[config.mk]
export PLATFORM = sky130hd
export DESIGN_NAME = pal_frame_streamer
export DESIGN_NICKNAME = d
export VERILOG_FILES = /design/src/rtl/pfs_pkg.sv /design/src/rtl/pfs_palette.sv /design/src/rtl/pfs_strobe.sv /design/src/rtl/pfs_seq.sv /design/src/rtl/pal_frame_streamer.sv
export SDC_FILE = /design/constraint.sdc
export NUM_CORES = 2
export LEC_CHECK = 0
export CORE_ASPECT_RATIO = 1.1
export CORE_UTILIZATION = 45
export CTS_CLUSTER_SIZE = 10
export DETAILED_ROUTE_END_ITERATION = 7
export DONT_BUFFER_PORTS = 1
export PLACE_DENSITY = 0.56
export SLEW_MARGIN = 25
export SYNTH_ARGS = -nofsm -noshare
export SYNTH_HDL_FRONTEND = slang
export SYNTH_SLANG_ARGS = --single-unit
[constraint.sdc]
create_clock -name clk -period 5.8 [get_ports clk]
set_input_delay 1.16 -clock clk [delete_from_list [all_inputs] [get_ports clk]]
set_output_delay 1.16 -clock clk [all_outputs]
set_load 0.03 [all_outputs]
[src/rtl/pfs_pkg.sv]
package pfs_pkg;
   typedef enum logic [3:0] {
      ST_IDLE,
      ST_SYNC,
      ST_CMD,
      ST_CMDS,
      ST_CMDW,
      ST_FETCH,
      ST_LOOK,
      ST_LOAD,
      ST_SEND,
      ST_PXW,
      ST_CLR
   } seq_state_t;
endpackage

[src/rtl/pfs_palette.sv]
module pfs_palette #(
   parameter int IDX_W = 8,
   parameter int COL_W = 16
) (
   input  logic             clk,
   input  logic             we,
   input  logic [IDX_W-1:0] waddr,
   input  logic [COL_W-1:0] wdata,
   input  logic [IDX_W-1:0] raddr,
   output logic [COL_W-1:0] rdata
);
   localparam int DEPTH = 1 << IDX_W;

   logic [COL_W-1:0] table_q [DEPTH];

   // registered read: colour is valid the cycle after raddr
   always_ff @(posedge clk) begin
      if (we) table_q[waddr] <= wdata;
      rdata <= table_q[raddr];
   end
endmodule

[src/rtl/pfs_strobe.sv]
module pfs_strobe #(
   parameter int LEN_W = 4
) (
   input  logic             clk,
   input  logic             rst_n,
   input  logic             go,
   input  logic [LEN_W-1:0] len,
   output logic             wr_n,
   output logic             fin
);
   logic             act_q;
   logic             low_q;
   logic [LEN_W-1:0] cnt_q;
   logic [LEN_W-1:0] eff_len;

   assign eff_len = (len == '0) ? LEN_W'(1) : len;

   always_ff @(posedge clk or negedge rst_n) begin
      if (!rst_n) begin
         act_q <= 1'b0;
         low_q <= 1'b0;
         cnt_q <= '0;
      end else if (!act_q) begin
         if (go) begin
            act_q <= 1'b1;
            low_q <= 1'b1;
            cnt_q <= eff_len - LEN_W'(1);
         end
      end else if (cnt_q != '0) begin
         cnt_q <= cnt_q - LEN_W'(1);
      end else if (low_q) begin
         low_q <= 1'b0;
         cnt_q <= eff_len - LEN_W'(1);
      end else begin
         act_q <= 1'b0;
      end
   end

   assign wr_n = ~(act_q & low_q);
   assign fin  = act_q & ~low_q & (cnt_q == '0);
endmodule

[src/rtl/pfs_seq.sv]
module pfs_seq
   import pfs_pkg::*;
#(
   parameter int          IDX_W          = 8,
   parameter int          COL_W          = 16,
   parameter int          ADDR_W         = 19,
   parameter int          NPIX           = 384000,
   parameter int          TE_SYNC_STAGES = 2,
   parameter bit          CLEAR_EN       = 1'b1,
   parameter logic [15:0] CMD_WORD       = 16'h002C
) (
   input  logic              clk,
   input  logic              rst_n,
   input  logic              start,
   input  logic              te,
   input  logic              stb_fin,
   input  logic [COL_W-1:0]  pal_rdata,
   output logic              stb_go,
   output logic [ADDR_W-1:0] pix_addr,
   output logic              rd_en,
   output logic              clr_en,
   output logic [COL_W-1:0]  data_q,
   output logic              dc_q,
   output logic              busy_q,
   output logic              done_q
);
   localparam logic [ADDR_W-1:0] LAST_PIX = ADDR_W'(NPIX - 1);

   seq_state_t       st_q;
   seq_state_t       after_frame;
   logic [ADDR_W-1:0] pix_q;
   logic [TE_SYNC_STAGES-1:0] te_pipe;
   logic             te_d;
   logic             te_edge;

   // tearing-effect synchroniser
   genvar gi;
   generate
      for (gi = 0; gi < TE_SYNC_STAGES; gi++) begin : g_te
         if (gi == 0) begin : g_first
            always_ff @(posedge clk or negedge rst_n)
               if (!rst_n) te_pipe[0] <= 1'b0;
               else        te_pipe[0] <= te;
         end else begin : g_next
            always_ff @(posedge clk or negedge rst_n)
               if (!rst_n) te_pipe[gi] <= 1'b0;
               else        te_pipe[gi] <= te_pipe[gi-1];
         end
      end
   endgenerate

   always_ff @(posedge clk or negedge rst_n)
      if (!rst_n) te_d <= 1'b0;
      else        te_d <= te_pipe[TE_SYNC_STAGES-1];

   assign te_edge = te_pipe[TE_SYNC_STAGES-1] & ~te_d;

   generate
      if (CLEAR_EN) begin : g_clear
         assign after_frame = ST_CLR;
      end else begin : g_noclear
         assign after_frame = ST_IDLE;
      end
   endgenerate

   always_ff @(posedge clk or negedge rst_n) begin
      if (!rst_n) begin
         st_q   <= ST_IDLE;
         pix_q  <= '0;
         busy_q <= 1'b0;
         done_q <= 1'b0;
         data_q <= '0;
         dc_q   <= 1'b1;
      end else begin
         done_q <= 1'b0;
         if (start && !busy_q) busy_q <= 1'b1;
         unique case (st_q)
            ST_IDLE:  if (busy_q || start) st_q <= ST_SYNC;
            ST_SYNC:  if (te_edge) st_q <= ST_CMD;
            ST_CMD: begin
               if (data_q != COL_W'(CMD_WORD)) data_q <= COL_W'(CMD_WORD);
               dc_q <= 1'b0;
               st_q <= ST_CMDS;
            end
            ST_CMDS:  st_q <= ST_CMDW;
            ST_CMDW: begin
               if (stb_fin) begin
                  pix_q <= '0;
                  st_q  <= ST_FETCH;
               end
            end
            ST_FETCH: st_q <= ST_LOOK;
            ST_LOOK:  st_q <= ST_LOAD;
            ST_LOAD: begin
               if (pal_rdata != data_q) data_q <= pal_rdata;
               dc_q <= 1'b1;
               st_q <= ST_SEND;
            end
            ST_SEND:  st_q <= ST_PXW;
            ST_PXW: begin
               if (stb_fin) begin
                  if (pix_q == LAST_PIX) begin
                     done_q <= 1'b1;
                     busy_q <= 1'b0;
                     pix_q  <= '0;
                     st_q   <= after_frame;
                  end else begin
                     pix_q <= pix_q + ADDR_W'(1);
                     st_q  <= ST_FETCH;
                  end
               end
            end
            ST_CLR: begin
               if (pix_q == LAST_PIX) begin
                  pix_q <= '0;
                  st_q  <= ST_IDLE;
               end else begin
                  pix_q <= pix_q + ADDR_W'(1);
               end
            end
            default: st_q <= ST_IDLE;
         endcase
      end
   end

   assign stb_go   = (st_q == ST_CMDS) || (st_q == ST_SEND);
   assign rd_en    = (st_q == ST_FETCH);
   assign clr_en   = (st_q == ST_CLR);
   assign pix_addr = pix_q;
endmodule

[src/rtl/pal_frame_streamer.sv]
module pal_frame_streamer #(
   parameter int          H_PIX          = 800,
   parameter int          V_PIX          = 480,
   parameter int          IDX_W          = 8,
   parameter int          COL_W          = 16,
   parameter int          LEN_W          = 4,
   parameter int          TE_SYNC_STAGES = 2,
   parameter bit          CLEAR_EN       = 1'b1,
   parameter logic [7:0]  FILL_IDX       = 8'h00,
   parameter logic [15:0] CMD_WORD       = 16'h002C,
   localparam int         NPIX           = H_PIX * V_PIX,
   localparam int         ADDR_W         = (NPIX > 1) ? $clog2(NPIX) : 1
) (
   input  logic              clk,
   input  logic              rst_n,
   input  logic              start,
   input  logic              te,
   input  logic [LEN_W-1:0]  strobe_len,
   input  logic              pal_we,
   input  logic [IDX_W-1:0]  pal_addr,
   input  logic [COL_W-1:0]  pal_wdata,
   output logic              pal_drop,
   output logic [ADDR_W-1:0] fm_addr,
   output logic              fm_rd_en,
   input  logic [IDX_W-1:0]  fm_rdata,
   output logic              fm_wr_en,
   output logic [IDX_W-1:0]  fm_wdata,
   output logic [COL_W-1:0]  bus_data,
   output logic              bus_dc,
   output logic              bus_wr_n,
   output logic              busy,
   output logic              done
);
   generate
      if (H_PIX < 1 || V_PIX < 1) begin : g_bad_geom
         $error("frame must have at least one pixel");
      end
      if (IDX_W < 1 || IDX_W > 10) begin : g_bad_idx
         $error("IDX_W out of range 1..10");
      end
      if (COL_W < 1 || LEN_W < 1) begin : g_bad_w
         $error("COL_W and LEN_W must be positive");
      end
      if (TE_SYNC_STAGES < 1) begin : g_bad_sync
         $error("TE_SYNC_STAGES must be at least 1");
      end
   endgenerate

   logic             stb_go;
   logic             stb_fin;
   logic [COL_W-1:0] pal_rdata;
   logic             pal_wr_ok;
   logic             drop_q;

   assign pal_wr_ok = pal_we & ~busy;

   always_ff @(posedge clk or negedge rst_n)
      if (!rst_n) drop_q <= 1'b0;
      else        drop_q <= pal_we & busy;

   assign pal_drop = drop_q;

   pfs_palette #(.IDX_W(IDX_W), .COL_W(COL_W)) u_pal (
      .clk   (clk),
      .we    (pal_wr_ok),
      .waddr (pal_addr),
      .wdata (pal_wdata),
      .raddr (fm_rdata),
      .rdata (pal_rdata)
   );

   pfs_strobe #(.LEN_W(LEN_W)) u_stb (
      .clk   (clk),
      .rst_n (rst_n),
      .go    (stb_go),
      .len   (strobe_len),
      .wr_n  (bus_wr_n),
      .fin   (stb_fin)
   );

   pfs_seq #(
      .IDX_W(IDX_W), .COL_W(COL_W), .ADDR_W(ADDR_W), .NPIX(NPIX),
      .TE_SYNC_STAGES(TE_SYNC_STAGES), .CLEAR_EN(CLEAR_EN), .CMD_WORD(CMD_WORD)
   ) u_seq (
      .clk       (clk),
      .rst_n     (rst_n),
      .start     (start),
      .te        (te),
      .stb_fin   (stb_fin),
      .pal_rdata (pal_rdata),
      .stb_go    (stb_go),
      .pix_addr  (fm_addr),
      .rd_en     (fm_rd_en),
      .clr_en    (fm_wr_en),
      .data_q    (bus_data),
      .dc_q      (bus_dc),
      .busy_q    (busy),
      .done_q    (done)
   );

   assign fm_wdata = IDX_W'(FILL_IDX);
endmodule

==> results.json <==
{
  "path_max_fanout": 86,
  "cp-start-kind": "input pin",
  "io_pins": 91,
  "num_rows": 230,
  "antenna_found_initial": 7,
  "async_flop_share_pct": 1.249,
  "fmax_mhz": 185.8,
  "synth_cells": 7545,
  "synth_top_area_share_pct": 76.37,
  "htree_num_levels": 5,
  "synth-main-ff-cell": "edfxtp_1",
  "final-hold-violation-count": 0,
  "timing.critical_path.mode_cell": "buf_16",
  "post-dp-hpwl_mm": 245.6,
  "critPathArrivalTime_ns": 6.25,
  "ys_seq_area_share_pct": 77.37,
  "place_congestion": 0.8470,
  "timing.final.ws_setup_ns": 0.4184,
  "ys_types": 74,
  "port_buffers": 0,
  "vias": 80270,
  "route.detailed.drc": 48,
  "syn_area_per_cell_um2": 21.35,
  "dp_slack_ns": -0.9588,
  "grt_use_total_pct": 24.30,
  "synth_top_cell_by_area": "edfxtp_1",
  "cts_max_path_buffers": 4,
  "initial_utilization_pct": 45.17,
  "syn_to_final_growth_pct": 13.00,
  "synth_area_leaders": "edfxtp_1, mux4_2, mux2i_1, o221ai_1, dfrtp_1",
  "die_w_um": 572.4,
  "cts_tree": "done",
  "overflow": 0,
  "grt_pass1_vias": 80490,
  "critPathMaxStageDelay_ns": 0.76,
  "syn_area_um2": 161100,
  "path_clk_slew_ns": 0.06,
  "p_leak_nw": 57.59,
  "cts_made_buffers": 459,
  "clock-sinks": 4164,
  "timing.final.crit_share_pct": 92.79,
  "synth_edf_count": 4096,
  "powerDensity_nw_per_um2": 338.5,
  "rsz0062_at_grt": "no",
  "slew_headroom_pct": 9.844,
  "finalSetupViolCount": 0,
  "vdd_drop_max_mv": 0.2621,
  "vias_per_cell": 6.162,
  "design.die.area_um2": 360300,
  "yosysWarnings": 0,
  "hold_depth": 0,
  "worstSetupPathType": "input pin to flip-flop",
  "drive_gt1_share_pct": 24.68,
  "die_h_um": 629.5,
  "dp.cells": 12430,
  "stdcell_count": 13030,
  "skew_ns": 0.03574,
  "required_ns": 6.67,
  "clock-root-buffer": "clkbuf_16",
  "fin_nets": 8186,
  "worstPathCellList": "buf_16 > buf_16 > buf_16 > buf_16 > buf_16 > buf_16 > buf_16 > mux2i_1 > o221ai_1 > buf_4 > nor3_1 > a211o_1 > a2111oi_2 > nand4_1 > nor4b_2",
  "grt_pass1_wl_mm": 620.5,
  "coreArea_um2": 356600,
  "worst_path_max_delay_cell": "a2111oi_2",
  "fin_hold_ws_ns": 0.2313,
  "ff2ff_path_depth": 5,
  "grt_max_degree": 257,
  "worst_pin_slew_ns": 1.352,
  "maxCapViolations": 0,
  "hold_path_class": "input pin to flip-flop",
  "min_period_ns": 5.382,
  "clock_latency_ns": 0.96,
  "end_kind": "flip-flop",
  "routed_wl_mm": 441.5,
  "ant_nets": 0,
  "dr.first_iter.drc_count": 9814,
  "drtPass1Iterations": 7,
  "report.final.slew_viol_count": 0,
  "outcome": "complete, but fails checks",
  "wl_per_cell_um": 33.89,
  "violations": "DRC",
  "ys_seq_elements": 4164
}
==> registers in the layout, indices dropped and copies added, names as in the netlist <==
signal and count:
pal_drop 1, u_pal.rdata 16, u_pal.table_q 4096, u_seq.busy_q 1, u_seq.data_q 16, u_seq.dc_q 1, u_seq.done_q 1, u_seq.pix_addr 19
u_seq.st_q 4, u_seq.te_d 1, u_seq.te_pipe 2, u_stb.act_q 1, u_stb.cnt_q 4, u_stb.low_q 1
==> cell usage after synthesis (all sizes together) (9+ instances only) <==
| master | n |
|---|---|
| nand4 | 31 |
| a211o | 13 |
| o311ai | 12 |
| o21ai | 74 |
| buf | 273 |
| dfrtp | 51 |
| nand2b | 9 |
| nor3 | 112 |
| nand3 | 49 |
| mux2i | 502 |
| a211oi | 33 |
| inv | 27 |
| o221ai | 193 |
| nor2 | 316 |
| clkbuf | 197 |
| dfxtp | 16 |
| nor4b | 15 |
| a21oi | 126 |
| a221oi | 54 |
| o22ai | 134 |
| mux4 | 818 |
| o211ai | 26 |
| a22oi | 94 |
| a22o | 58 |
| edfxtp | 4096 |
| nor2b | 16 |
| nand2 | 60 |
| o32ai | 13 |
| nor4 | 15 |
| a2111oi | 12 |
| xnor2 | 20 |
==> routing by layer <==
layer / part of all wire, % / routed length, um / track usage [%]
met1: 41 / 179900 / 33.79
met2: 49 / 215900 / 39.39
met3: 7.0 / 30830 / 3.964
met4: 3.4 / 14910 / 7.635
met5: 0 / 0 / 0
==> kinds of logic after synthesis <==
logic type	count (synthesis)	synth area share (%)
and+or+nand+nor	668	1.992
xor gates and xnor gates	24	0.1305
buffers and inverters	498	1.935
other	1	0.002328
DFF	4164	77.37
adders and majority gates	3	0.02331
AOI/OAI and AO/OA	867	3.984
muxes	1320	14.56
==> metrics by stage <==
stage | area, um2 | total power, mW | util [%] | TNS, ns
after detailed placement | 169500 | 37.01 | 47.53 | -11.44
final | 182000 | 61.61 | 51.05 | 0
after global placement | 168900 | 36.81 | 47.38 | -15.25
after CTS | 181800 | 62.05 | 50.99 | 0
after global routing | 182000 | 63.28 | 51.04 | 0
after floorplan | 161100 | 36.02 | - | 0
==> power by group <==
group,switching [mW],internal [mW]
Sequential,0.345,33.2
Clock,11.0,14.2
Combinational,1.65,1.24
Total,13.0,48.7
==> worst paths after layout <==
kind	slack, ns	from	endpoint
worst min-delay path	0.23	te	u_seq.te_pipe[0]
worst min register to register	0.35	u_seq.te_pipe[0]	u_seq.te_pipe[1]
max in group asynchronous	4.80	rst_n	u_seq.dc_q
min in group asynchronous	0.70	rst_n	u_seq.pix_addr[8]
worst max register to register	1.84	u_seq.busy_q	u_pal.table_q[50][10]
worst max-delay path	0.42	fm_rdata[0]	u_pal.rdata[10]
==> area by class of cell <==
| cell class | count | area (um2) |
|---|---|---|
| flip-flops and latches | 4164 | 124600 |
| repair buffers | 599 | 5215 |
| clock buffers | 542 | 11890 |
| fillers | 28000 | 174500 |
| multi-input cells | 2890 | 33780 |
| clock inverters | 35 | 404.1 |
| inverters | 28 | 112.6 |
| diodes | 13 | 32.53 |
| well taps | 4756 | 5951 |
==> cell usage in the layout, fill, tap and decap left out, drive strengths merged, types with 26 or more instances in the layout <==
cell type / instances
nand4: 31
nand3: 49
mux4: 818
dfrtp: 51
o221ai: 193
o21ai: 74
o22ai: 134
edfxtp: 4096
nor3: 112
a22oi: 94
inv: 34
o211ai: 26
buf: 597
clkinv: 28
a211oi: 33
nor2: 316
nand2: 60
a22o: 58
a21oi: 126
a221oi: 54
clkbuf: 543
mux2i: 502
==> repair_timing <==
item                                    in CTS  in global routing
endpoints found under the hold margin       52                  0
endpoints found under the setup margin       0                  4
hold buffers                                 2                  0
gates resized for setup                      0                  2
buffers inserted                             0                  0
==> critical path: cells and delay by family <==
family	cells	cell delay [ns]
multiplexers	1	0.14
buffers and inverters	8	2.75
AND/OR/NAND/NOR	3	0.53
AO/OA/AOI/OAI	3	1.27
Power figures use the tool's default switching activity.
